## src/rtl/intr_seq_pkg.sv

```systemverilog
package intr_seq_pkg;
  typedef enum logic [3:0] {
    S_IDLE, S_ACK, S_PSH_F, S_PSH_CS, S_PSH_IP,
    S_VEC_IP, S_VEC_CS, S_POP_IP, S_POP_CS, S_POP_F, S_LOAD
  } seq_state_t;

  typedef enum logic [2:0] {EV_NONE, EV_SOFT, EV_HARD, EV_STEP, EV_MASK} ev_kind_t;

  localparam int FL_STEP = 8;
  localparam int FL_IEN  = 9;
  localparam int FL_OVF  = 11;

  localparam int VEC_STEP = 1;
  localparam int VEC_HARD = 2;
  localparam int VEC_OVF  = 4;
endpackage

```

## src/rtl/intr_pick.sv

```systemverilog
module intr_pick
  import intr_seq_pkg::*;
#(
  parameter int VW = 8
) (
  input  logic          boundary,
  input  logic          sw_req,
  input  logic [VW-1:0] sw_vec,
  input  logic          ovf_req,
  input  logic          hard_req,
  input  logic          mask_req,
  input  logic          fl_step,
  input  logic          fl_ien,
  input  logic          fl_ovf,
  output ev_kind_t      kind,
  output logic [VW-1:0] vec
);
  always_comb begin
    kind = EV_NONE;
    vec  = '0;
    if (boundary) begin
      if (sw_req) begin
        kind = EV_SOFT;
        vec  = sw_vec;
      end else if (ovf_req && fl_ovf) begin
        kind = EV_SOFT;
        vec  = VW'(VEC_OVF);
      end else if (hard_req) begin
        kind = EV_HARD;
        vec  = VW'(VEC_HARD);
      end else if (fl_step) begin
        kind = EV_STEP;
        vec  = VW'(VEC_STEP);
      end else if (mask_req && fl_ien) begin
        kind = EV_MASK;
      end
    end
  end
endmodule

```

## src/rtl/intr_mem_port.sv

```systemverilog
module intr_mem_port #(
  parameter int W  = 16,
  parameter int AW = 16
) (
  input  logic          clk,
  input  logic          rst,
  input  logic          start,
  input  logic          we,
  input  logic [AW-1:0] addr,
  input  logic [W-1:0]  wdata,
  input  logic          mem_ack,
  input  logic [W-1:0]  mem_rdata,
  output logic          mem_req,
  output logic          mem_we,
  output logic [AW-1:0] mem_addr,
  output logic [W-1:0]  mem_wdata,
  output logic          done,
  output logic [W-1:0]  rdata
);
  always_ff @(posedge clk) begin
    if (rst) begin
      mem_req   <= 1'b0;
      mem_we    <= 1'b0;
      mem_addr  <= '0;
      mem_wdata <= '0;
      done      <= 1'b0;
      rdata     <= '0;
    end else begin
      done <= 1'b0;
      if (mem_req) begin
        if (mem_ack) begin
          mem_req <= 1'b0;
          done    <= 1'b1;
          rdata   <= mem_rdata;
        end
      end else if (start) begin
        mem_req   <= 1'b1;
        mem_we    <= we;
        mem_addr  <= addr;
        mem_wdata <= wdata;
      end
    end
  end
endmodule

```

## src/rtl/intr_seq_ctrl.sv

```systemverilog
module intr_seq_ctrl
  import intr_seq_pkg::*;
#(
  parameter int W  = 16,
  parameter int VW = 8,
  parameter int AW = 16
) (
  input  logic          clk,
  input  logic          rst,
  input  ev_kind_t      kind,
  input  logic [VW-1:0] pick_vec,
  input  logic          ret_req,
  input  logic [W-1:0]  flags_in,
  input  logic [W-1:0]  cs_in,
  input  logic [W-1:0]  ip_in,
  input  logic [W-1:0]  sp_in,
  input  logic [VW-1:0] vec_bus,
  input  logic          done,
  input  logic [W-1:0]  rdata,
  output logic          start,
  output logic          we,
  output logic [AW-1:0] addr,
  output logic [W-1:0]  wdata,
  output logic          dev_ack,
  output logic          busy,
  output logic          load,
  output logic [W-1:0]  new_flags,
  output logic [W-1:0]  new_cs,
  output logic [W-1:0]  new_ip,
  output logic [W-1:0]  new_sp
);
  localparam int BYTES = W / 8;
  localparam logic [W-1:0] OFF1 = W'(BYTES);
  localparam logic [W-1:0] OFF2 = W'(2 * BYTES);
  localparam logic [W-1:0] OFF3 = W'(3 * BYTES);
  localparam logic [W-1:0] CLR_MASK = (W'(1) << FL_IEN) | (W'(1) << FL_STEP);

  seq_state_t    state;
  logic          issued, is_ret, is_mem;
  logic [W-1:0]  sv_flags, sv_cs, sv_ip, sp_q, nip, ncs, nfl;
  logic [VW-1:0] vec_q;
  logic [AW-1:0] ent_addr;

  assign ent_addr = AW'(vec_q) * AW'(2 * BYTES);
  assign is_mem = (state inside {S_PSH_F, S_PSH_CS, S_PSH_IP, S_VEC_IP,
                                 S_VEC_CS, S_POP_IP, S_POP_CS, S_POP_F});
  assign start  = is_mem && !issued;

  always_comb begin
    we    = 1'b0;
    addr  = '0;
    wdata = '0;
    case (state)
      S_PSH_F:  begin we = 1'b1; addr = AW'(sp_q - OFF1); wdata = sv_flags; end
      S_PSH_CS: begin we = 1'b1; addr = AW'(sp_q - OFF2); wdata = sv_cs;    end
      S_PSH_IP: begin we = 1'b1; addr = AW'(sp_q - OFF3); wdata = sv_ip;    end
      S_VEC_IP: addr = ent_addr;
      S_VEC_CS: addr = ent_addr + AW'(BYTES);
      S_POP_IP: addr = AW'(sp_q);
      S_POP_CS: addr = AW'(sp_q + OFF1);
      S_POP_F:  addr = AW'(sp_q + OFF2);
      default:  ;
    endcase
  end

  always_ff @(posedge clk) begin
    if (rst) begin
      state     <= S_IDLE;
      issued    <= 1'b0;
      is_ret    <= 1'b0;
      busy      <= 1'b0;
      dev_ack   <= 1'b0;
      load      <= 1'b0;
      sv_flags  <= '0;
      sv_cs     <= '0;
      sv_ip     <= '0;
      sp_q      <= '0;
      vec_q     <= '0;
      nip       <= '0;
      ncs       <= '0;
      nfl       <= '0;
      new_flags <= '0;
      new_cs    <= '0;
      new_ip    <= '0;
      new_sp    <= '0;
    end else begin
      load <= 1'b0;
      if (is_mem) begin
        if (done) issued <= 1'b0;
        else if (start) issued <= 1'b1;
      end
      case (state)
        S_IDLE: begin
          if (ret_req) begin
            is_ret <= 1'b1;
            sp_q   <= sp_in;
            busy   <= 1'b1;
            state  <= S_POP_IP;
          end else if (kind != EV_NONE) begin
            is_ret   <= 1'b0;
            sv_flags <= flags_in;
            sv_cs    <= cs_in;
            sv_ip    <= ip_in;
            sp_q     <= sp_in;
            vec_q    <= pick_vec;
            busy     <= 1'b1;
            if (kind == EV_MASK) begin
              dev_ack <= 1'b1;
              state   <= S_ACK;
            end else begin
              state <= S_PSH_F;
            end
          end
        end
        S_ACK: begin
          dev_ack <= 1'b0;
          vec_q   <= vec_bus;
          state   <= S_PSH_F;
        end
        S_PSH_F:  if (done) state <= S_PSH_CS;
        S_PSH_CS: if (done) state <= S_PSH_IP;
        S_PSH_IP: if (done) state <= S_VEC_IP;
        S_VEC_IP: if (done) begin nip <= rdata; state <= S_VEC_CS; end
        S_VEC_CS: if (done) begin
          ncs   <= rdata;
          nfl   <= sv_flags & ~CLR_MASK;
          state <= S_LOAD;
        end
        S_POP_IP: if (done) begin nip <= rdata; state <= S_POP_CS; end
        S_POP_CS: if (done) begin ncs <= rdata; state <= S_POP_F; end
        S_POP_F:  if (done) begin nfl <= rdata; state <= S_LOAD; end
        S_LOAD: begin
          new_ip    <= nip;
          new_cs    <= ncs;
          new_flags <= nfl;
          new_sp    <= is_ret ? (sp_q + OFF3) : (sp_q - OFF3);
          load      <= 1'b1;
          busy      <= 1'b0;
          state     <= S_IDLE;
        end
        default: state <= S_IDLE;
      endcase
    end
  end
endmodule

```

## src/rtl/intr_seq.sv

```systemverilog
module intr_seq
  import intr_seq_pkg::*;
#(
  parameter int W  = 16,
  parameter int VW = 8,
  parameter int AW = 16
) (
  input  logic          clk,
  input  logic          rst,
  input  logic          boundary,
  input  logic          ret_req,
  input  logic          mask_req,
  input  logic          hard_req,
  input  logic          sw_req,
  input  logic [VW-1:0] sw_vec,
  input  logic          ovf_req,
  input  logic [W-1:0]  flags_in,
  input  logic [W-1:0]  cs_in,
  input  logic [W-1:0]  ip_in,
  input  logic [W-1:0]  sp_in,
  output logic          dev_ack,
  input  logic [VW-1:0] vec_bus,
  output logic          mem_req,
  output logic          mem_we,
  output logic [AW-1:0] mem_addr,
  output logic [W-1:0]  mem_wdata,
  input  logic [W-1:0]  mem_rdata,
  input  logic          mem_ack,
  output logic          busy,
  output logic          load,
  output logic [W-1:0]  new_flags,
  output logic [W-1:0]  new_cs,
  output logic [W-1:0]  new_ip,
  output logic [W-1:0]  new_sp
);
  ev_kind_t      kind;
  logic [VW-1:0] pick_vec;
  logic          start, we, done;
  logic [AW-1:0] addr;
  logic [W-1:0]  wdata, rdata;

  intr_pick #(.VW(VW)) u_pick (
    .boundary (boundary),
    .sw_req   (sw_req),
    .sw_vec   (sw_vec),
    .ovf_req  (ovf_req),
    .hard_req (hard_req),
    .mask_req (mask_req),
    .fl_step  (flags_in[FL_STEP]),
    .fl_ien   (flags_in[FL_IEN]),
    .fl_ovf   (flags_in[FL_OVF]),
    .kind     (kind),
    .vec      (pick_vec)
  );

  intr_seq_ctrl #(.W(W), .VW(VW), .AW(AW)) u_ctrl (
    .clk       (clk),
    .rst       (rst),
    .kind      (kind),
    .pick_vec  (pick_vec),
    .ret_req   (ret_req),
    .flags_in  (flags_in),
    .cs_in     (cs_in),
    .ip_in     (ip_in),
    .sp_in     (sp_in),
    .vec_bus   (vec_bus),
    .done      (done),
    .rdata     (rdata),
    .start     (start),
    .we        (we),
    .addr      (addr),
    .wdata     (wdata),
    .dev_ack   (dev_ack),
    .busy      (busy),
    .load      (load),
    .new_flags (new_flags),
    .new_cs    (new_cs),
    .new_ip    (new_ip),
    .new_sp    (new_sp)
  );

  intr_mem_port #(.W(W), .AW(AW)) u_port (
    .clk       (clk),
    .rst       (rst),
    .start     (start),
    .we        (we),
    .addr      (addr),
    .wdata     (wdata),
    .mem_ack   (mem_ack),
    .mem_rdata (mem_rdata),
    .mem_req   (mem_req),
    .mem_we    (mem_we),
    .mem_addr  (mem_addr),
    .mem_wdata (mem_wdata),
    .done      (done),
    .rdata     (rdata)
  );
endmodule

```

## config.mk

```make
export PLATFORM = sky130hd
export DESIGN_NAME = intr_seq
export DESIGN_NICKNAME = d
export VERILOG_FILES = /design/src/rtl/intr_seq_pkg.sv /design/src/rtl/intr_pick.sv /design/src/rtl/intr_mem_port.sv /design/src/rtl/intr_seq_ctrl.sv /design/src/rtl/intr_seq.sv
export SDC_FILE = /design/constraint.sdc
export NUM_CORES = 1
export LEC_CHECK = 0
export ABC_AREA = 1
export BUFFER_PORTS_ARGS = -buffer_cell sky130_fd_sc_hd__buf_2
export CORE_MARGIN = 2
export CORE_UTILIZATION = 56
export DETAILED_ROUTE_END_ITERATION = 10
export PLACE_DENSITY = 0.83
export SLEW_MARGIN = 15
export SYNTH_ARGS = -nofsm -noshare
export SYNTH_HDL_FRONTEND = slang
export SYNTH_SLANG_ARGS = --single-unit
```

## constraint.sdc

```tcl
create_clock -name clk -period 3.8 [get_ports clk]
set_clock_uncertainty 0.05 [all_clocks]
set_input_delay 0.19 -clock clk [delete_from_list [all_inputs] [get_ports clk]]
set_output_delay 0.19 -clock clk [all_outputs]
set_load 0.005 [all_outputs]
```

# After elaboration in Yosys (flattened, before gate mapping)
# Index checks and enable logic that the tools add are counted.
dict set report word_totals {
  reg_bits 244
  latchBits 0
  mem_bits_rw 0
  rom_bits 0
  input_bits 105
  out_inout_bits 101
  n_memories 0
}
dict set report op_classes {
  addsub 7
  multipliers 0
  n_div 0
  order_cmp 0
  eq_ne 24
  n_shift 0
  muxes 50
  bitwise 2
  n_reduce_logical 29
}
# operator count
set op_table {}
lappend op_table {{$pmux W16 S8} 1}
lappend op_table {{$mux W16} 5}
lappend op_table {{$mux W8} 6}
lappend op_table {{$pmux W16 S3} 1}
lappend op_table {{$mux W4} 9}
lappend op_table {{$pmux W4 S9} 1}
lappend op_table {{$add A16 B3 Y16 const B} 2}
lappend op_table {{$pmux W16 S2} 1}
lappend op_table {{$sub A16 B3 Y16 const B} 2}
lappend op_table {{$ne A2 B1 Y1 const B} 11}
lappend op_table {{$mux W3} 6}
lappend op_table {{$add A16 B2 Y16 const B} 1}
lappend op_table {{$eq A4 B3 Y1 const B} 4}
lappend op_table {{$mux W1} 16}
lappend op_table {{$pmux W8 S2} 1}
lappend op_table {{$sub A16 B2 Y16 const B} 1}
lappend op_table {{$reduce_and A2 Y1} 7}
lappend op_table {{$eq A4 B4 Y1 const B} 3}
lappend op_table {{$add A10 B2 Y11 const B} 1}
lappend op_table {{$reduce_bool A2 Y1} 5}
lappend op_table {{$reduce_and A3 Y1} 3}
lappend op_table {{$eq A4 B2 Y1 const B} 2}
lappend op_table {{$reduce_and A8 Y1} 1}
lappend op_table {{$reduce_bool A8 Y1} 1}
lappend op_table {{14 further kinds} 21}

# Longest topological paths before layout
dict set report logic_depth {
  ltp_word 12
  mapped_depth 18
  ltp_nobuf 17
}

# Hierarchy
# A second synthesis with hierarchy kept.
dict set report hier_totals {
  cells_unflattened 1777
  area_unflattened_um2 12105.4
}
# mod instances cells_per_inst area_per_inst_um2 seq_area_each_um2
set modules_own_cells {}
lappend modules_own_cells {intr_seq_ctrl 1 1457 9914.5 3863.7}
lappend modules_own_cells {intr_mem_port 1 289 2053.2 1021.0}
lappend modules_own_cells {intr_pick 1 31 137.6 0.0}

# Worst setup path before layout
# No wires, ideal clock.
dict set report synth_path {
  path_type {register to register}
  from {register u_ctrl.state[2]}
  to {register u_port.mem_addr[7]}
  setup_time_ns 0.132
  arrival_ns 2.555
  t_required_ns 3.618
  slack_ns 1.062
  stages_incl_launch_ff 16
  synth_period_minus_slack_ns 2.738
  cell_sequence {dfxtp_1 inv_1 nand2_1 inv_1 nand2_1 clkbuf_1 ha_1 nor2_1 inv_1 nand3_1 nand2_1 or2_2 nand3_1 nand3_1 nand2_1 a21oi_1}
}
dict set report synth_between {
  elab_chain_cells 4
}
# element line
set synth_rtl {}
lappend synth_rtl {{start, declared} intr_seq_ctrl.sv:38} ;# seq_state_t state;
lappend synth_rtl {{start signal, assigned} intr_seq_ctrl.sv:68} ;# state <= S_IDLE;
lappend synth_rtl {{start signal, assigned} intr_seq_ctrl.sv:98} ;# state <= S_POP_IP;
lappend synth_rtl {{start signal, assigned} intr_seq_ctrl.sv:109} ;# state <= S_ACK;
lappend synth_rtl {{$eq A4 B2 Y1, or another cell as far along} {intr_seq_ctrl.sv:45, intr_seq_ctrl.sv:53}}
lappend synth_rtl {{$reduce_bool A8 Y1} intr_seq_ctrl.sv:45} ;# assign is_mem = (state inside {S_PSH_F, S_PSH_CS, S_PSH_IP, S_VEC_IP,
lappend synth_rtl {{$logic_and A1 B1 Y1} intr_seq_ctrl.sv:47} ;# assign start = is_mem && !issued;
lappend synth_rtl {{$reduce_and A2 Y1 (no source line)} --}
lappend synth_rtl {{end signal, assigned} intr_mem_port.sv:39} ;# mem_addr <= addr;
lappend synth_rtl {{end, declared} intr_mem_port.sv:15} ;# output logic [AW-1:0] mem_addr,
# Several ways; a longest one is shown, not always the timed one.
# A chain may end at the register's enable or synchronous reset.

# Worst setup path after layout
dict set report layout_path {
  from {register u_ctrl.state[2]}
  to {register u_port.mem_addr[14]}
}
# The elaborated chain is that of the path after synthesis.

==> qor.csv <==
metric;value;unit
dr.pass1.iters;6;
yosys_warnings;0;
cp.required;4190;ps
crit_buf_inv;5;
syn_avg_cell_area;6.84;um^2
cts_tree;done;
grt_pass1_wl;60400;um
ioPinCount;206;
antenna_found_initial;0;
fmax;317;MHz
clk-insertion-delay-late;530;ps
synth-seq-cells;244;
crit_family;simple AND/OR/NAND/NOR gates;
final_max_slew_viol_count;0;
critPathArrivalTime;3540;ps
place_congestion;0.984;
synthDistinctLibCells;37;
final.setup.tns;0;ps
min_path_type;input port to flop;
max_stage_delay;600;ps
cp-end-kind;flop;
clock_sinks;244;
min_path_cells;5;
worstMarginPinSlew;1100;ps
cp_max_fo;33;
synth_seq_area_share;0.417;
wl;39100;um
synth_fp_nets;1851;
hpwl;26300;um
wl_per_cell;17.4;um
rsz0062_at_grt;no;
grt_overflow;0;
avgViaCountPerCell;5.63;
first_global_vias;11800;
fin_nets;2097;
outcome;complete, no violations;
fin_cells;2248;
diodes;0;
cap_violations;0;
placedCellCount;2119;
place_ws;716;ps
die_y;149;um
final-setup-viol-count;0;
hold_viol;0;
peakVddDrop;0.000380;V
worstPathCellList;inv_1 > nand2_1 > inv_1 > nand2_1 > nand2_2 > inv_2 > nand3_2 > inv_2 > or2_4 > nor2_8 > inv_2 > nand2_1 > a21oi_1;
critPathKind;flop to flop;
die-area;0.0221;mm^2
path_depth;13;
r2r_cells;13;
drive_above_1_share;0.143;
clockBufferDepth;3;
row_count;52;
grt_usage;0.343;
die_w;149;um
drt_iter0_markers;993;
crit_slowest_cell;nand2_1;
p_leak;6.81;nW
synthCells;1715;
core;0.0204;mm^2
critPathLaunchType;flop;
antenna_left;0;
synth_area;0.0117;mm^2
clkTransAtPathRegs;70;ps
fin_crit_sh;0.831;
worst_slack;643;ps
grt_max_degree;93;
cts-root-buf;clkbuf_16;
cts_made_buffers;24;
relSlewSlack;0.267;
p_per_area;684;mW/mm^2
finish.utilization;0.715;
drc;0;
htreeDepth;1;
num_vias;12700;
syn2layout_area_growth;24.2;%
portBuffers;205;
cts-resized-gates;0;
period_needed;3160;ps
initial_core_util;0.576;
[cell usage after synthesis, drive strengths merged]
master,number,area [um^2]
a21oi,152,764
a22oi,5,37.5
a31oi,16,100
a32oi,1,8.76
and2,3,18.8
buf,16,114
clkbuf,69,259
clkinv,3,11.3
dfxtp,244,4880
fa,2,40.0
ha,29,363
inv,177,664
nand2,385,1450
nand3,103,521
nand3b,10,75.1
nand4,15,93.8
nor2,220,860
nor3,3,15.0
o2111ai,2,17.5
o211a,1,10.0
o211ai,12,90.1
o21ai,217,1090
o221ai,11,96.3
o31ai,3,22.5
or2,6,40.0
xnor2,3,26.3
xor2,7,61.3
[path summary, 6_finish.rpt]
kind / slack (ps) / from / to
worst max-delay path: 640 / u_ctrl.state[2] / u_port.mem_addr[14]
worst min-delay path: 3 / vec_bus[2] / u_ctrl.vec_q[2]
worst max register to register: 640 / u_ctrl.state[2] / u_port.mem_addr[14]
worst min register to register: 410 / u_ctrl.sv_cs[11] / u_ctrl.sv_cs[11]
[tightest hold or removal path: cells and delay by family]
family / cells / cell delay, ps
AO/OA/AOI/OAI: 2 / 140
buffers and inverters: 1 / 80
AND/OR/NAND/NOR: 2 / 120
[cells in the final DEF (no fill, tap or decap), types with 3 or more instances in the layout]
cell type / Yosys / routed
o221ai_1: 11 / 11
a22oi_1: 5 / 5
nand2_1: 384 / 383
a31oi_1: 16 / 16
nand3b_1: 10 / 10
nand4_1: 15 / 15
nor2_2: 4 / 5
dlygate4sd3_1: 0 / 86
buf_4: 0 / 14
clkbuf_8: 0 / 4
dfxtp_1: 244 / 244
clkinv_2: 0 / 6
clkbuf_16: 0 / 24
o21ai_0: 217 / 217
nor3_1: 3 / 3
nor2_1: 214 / 212
buf_2: 7 / 205
xnor2_1: 3 / 3
inv_2: 4 / 4
xor2_1: 7 / 7
and2_1: 3 / 3
a21oi_1: 151 / 151
or2_2: 5 / 5
o211ai_1: 12 / 12
bufinv_16: 0 / 5
nand3_1: 102 / 102
o31ai_1: 3 / 3
inv_1: 173 / 173
ha_1: 29 / 29
[per-layer routing]
layer | global-route usage | part of all wire | vias up
met5 | 0 | 0 | -
met4 | 0.138 | 0.040 | 0
met3 | 0.0567 | 0.089 | 99
met2 | 0.573 | 0.47 | 606
met1 | 0.445 | 0.41 | 5852
li1 | - | - | 6109
[stage by stage]
stage	total power [mW]	hold WS, ps	instance area, um^2
floorplan	6.12	243	11700
global placement	7.13	335	12800
detailed placement	7.18	332	12800
CTS	9.85	4.07	14600
global route	10.6	39.9	14600
finish	9.96	2.74	14600
[cell families (layout without fill, tap and decap cells)]
group	count (synthesis)	in the layout	synth area share
and+or+nand+nor	745	745	0.262
AOI/OAI and AO/OA	420	420	0.190
buffers and inverters	265	528	0.0894
DFF	244	244	0.417
adders and majority gates	31	31	0.0344
xor gates and xnor gates	10	10	0.00747
[where the power goes]
group          total (mW)  leakage [nW]  switching [mW]  internal [mW]
registers            3.34          1.98           0.443           2.90
logic                4.02          4.40            2.68           1.34
clock network        2.60         0.428            1.02           1.58
[layout make-up]
class / count / area, um^2
Fill cell: 1663 / 5800
Tap cell: 270 / 338
Timing Repair Buffer: 305 / 1990
Inverter: 180 / 678
Multi-Input combinational cell: 1206 / 5810
Clock buffer: 30 / 663
Clock inverter: 13 / 204
Sequential cell: 244 / 4880
[repair_timing]
item,CTS,global route
hold buffers,86,0
buffers inserted,0,0
endpoints found under the hold margin,86,0
No activity file was read; power rests on OpenSTA's default activity.
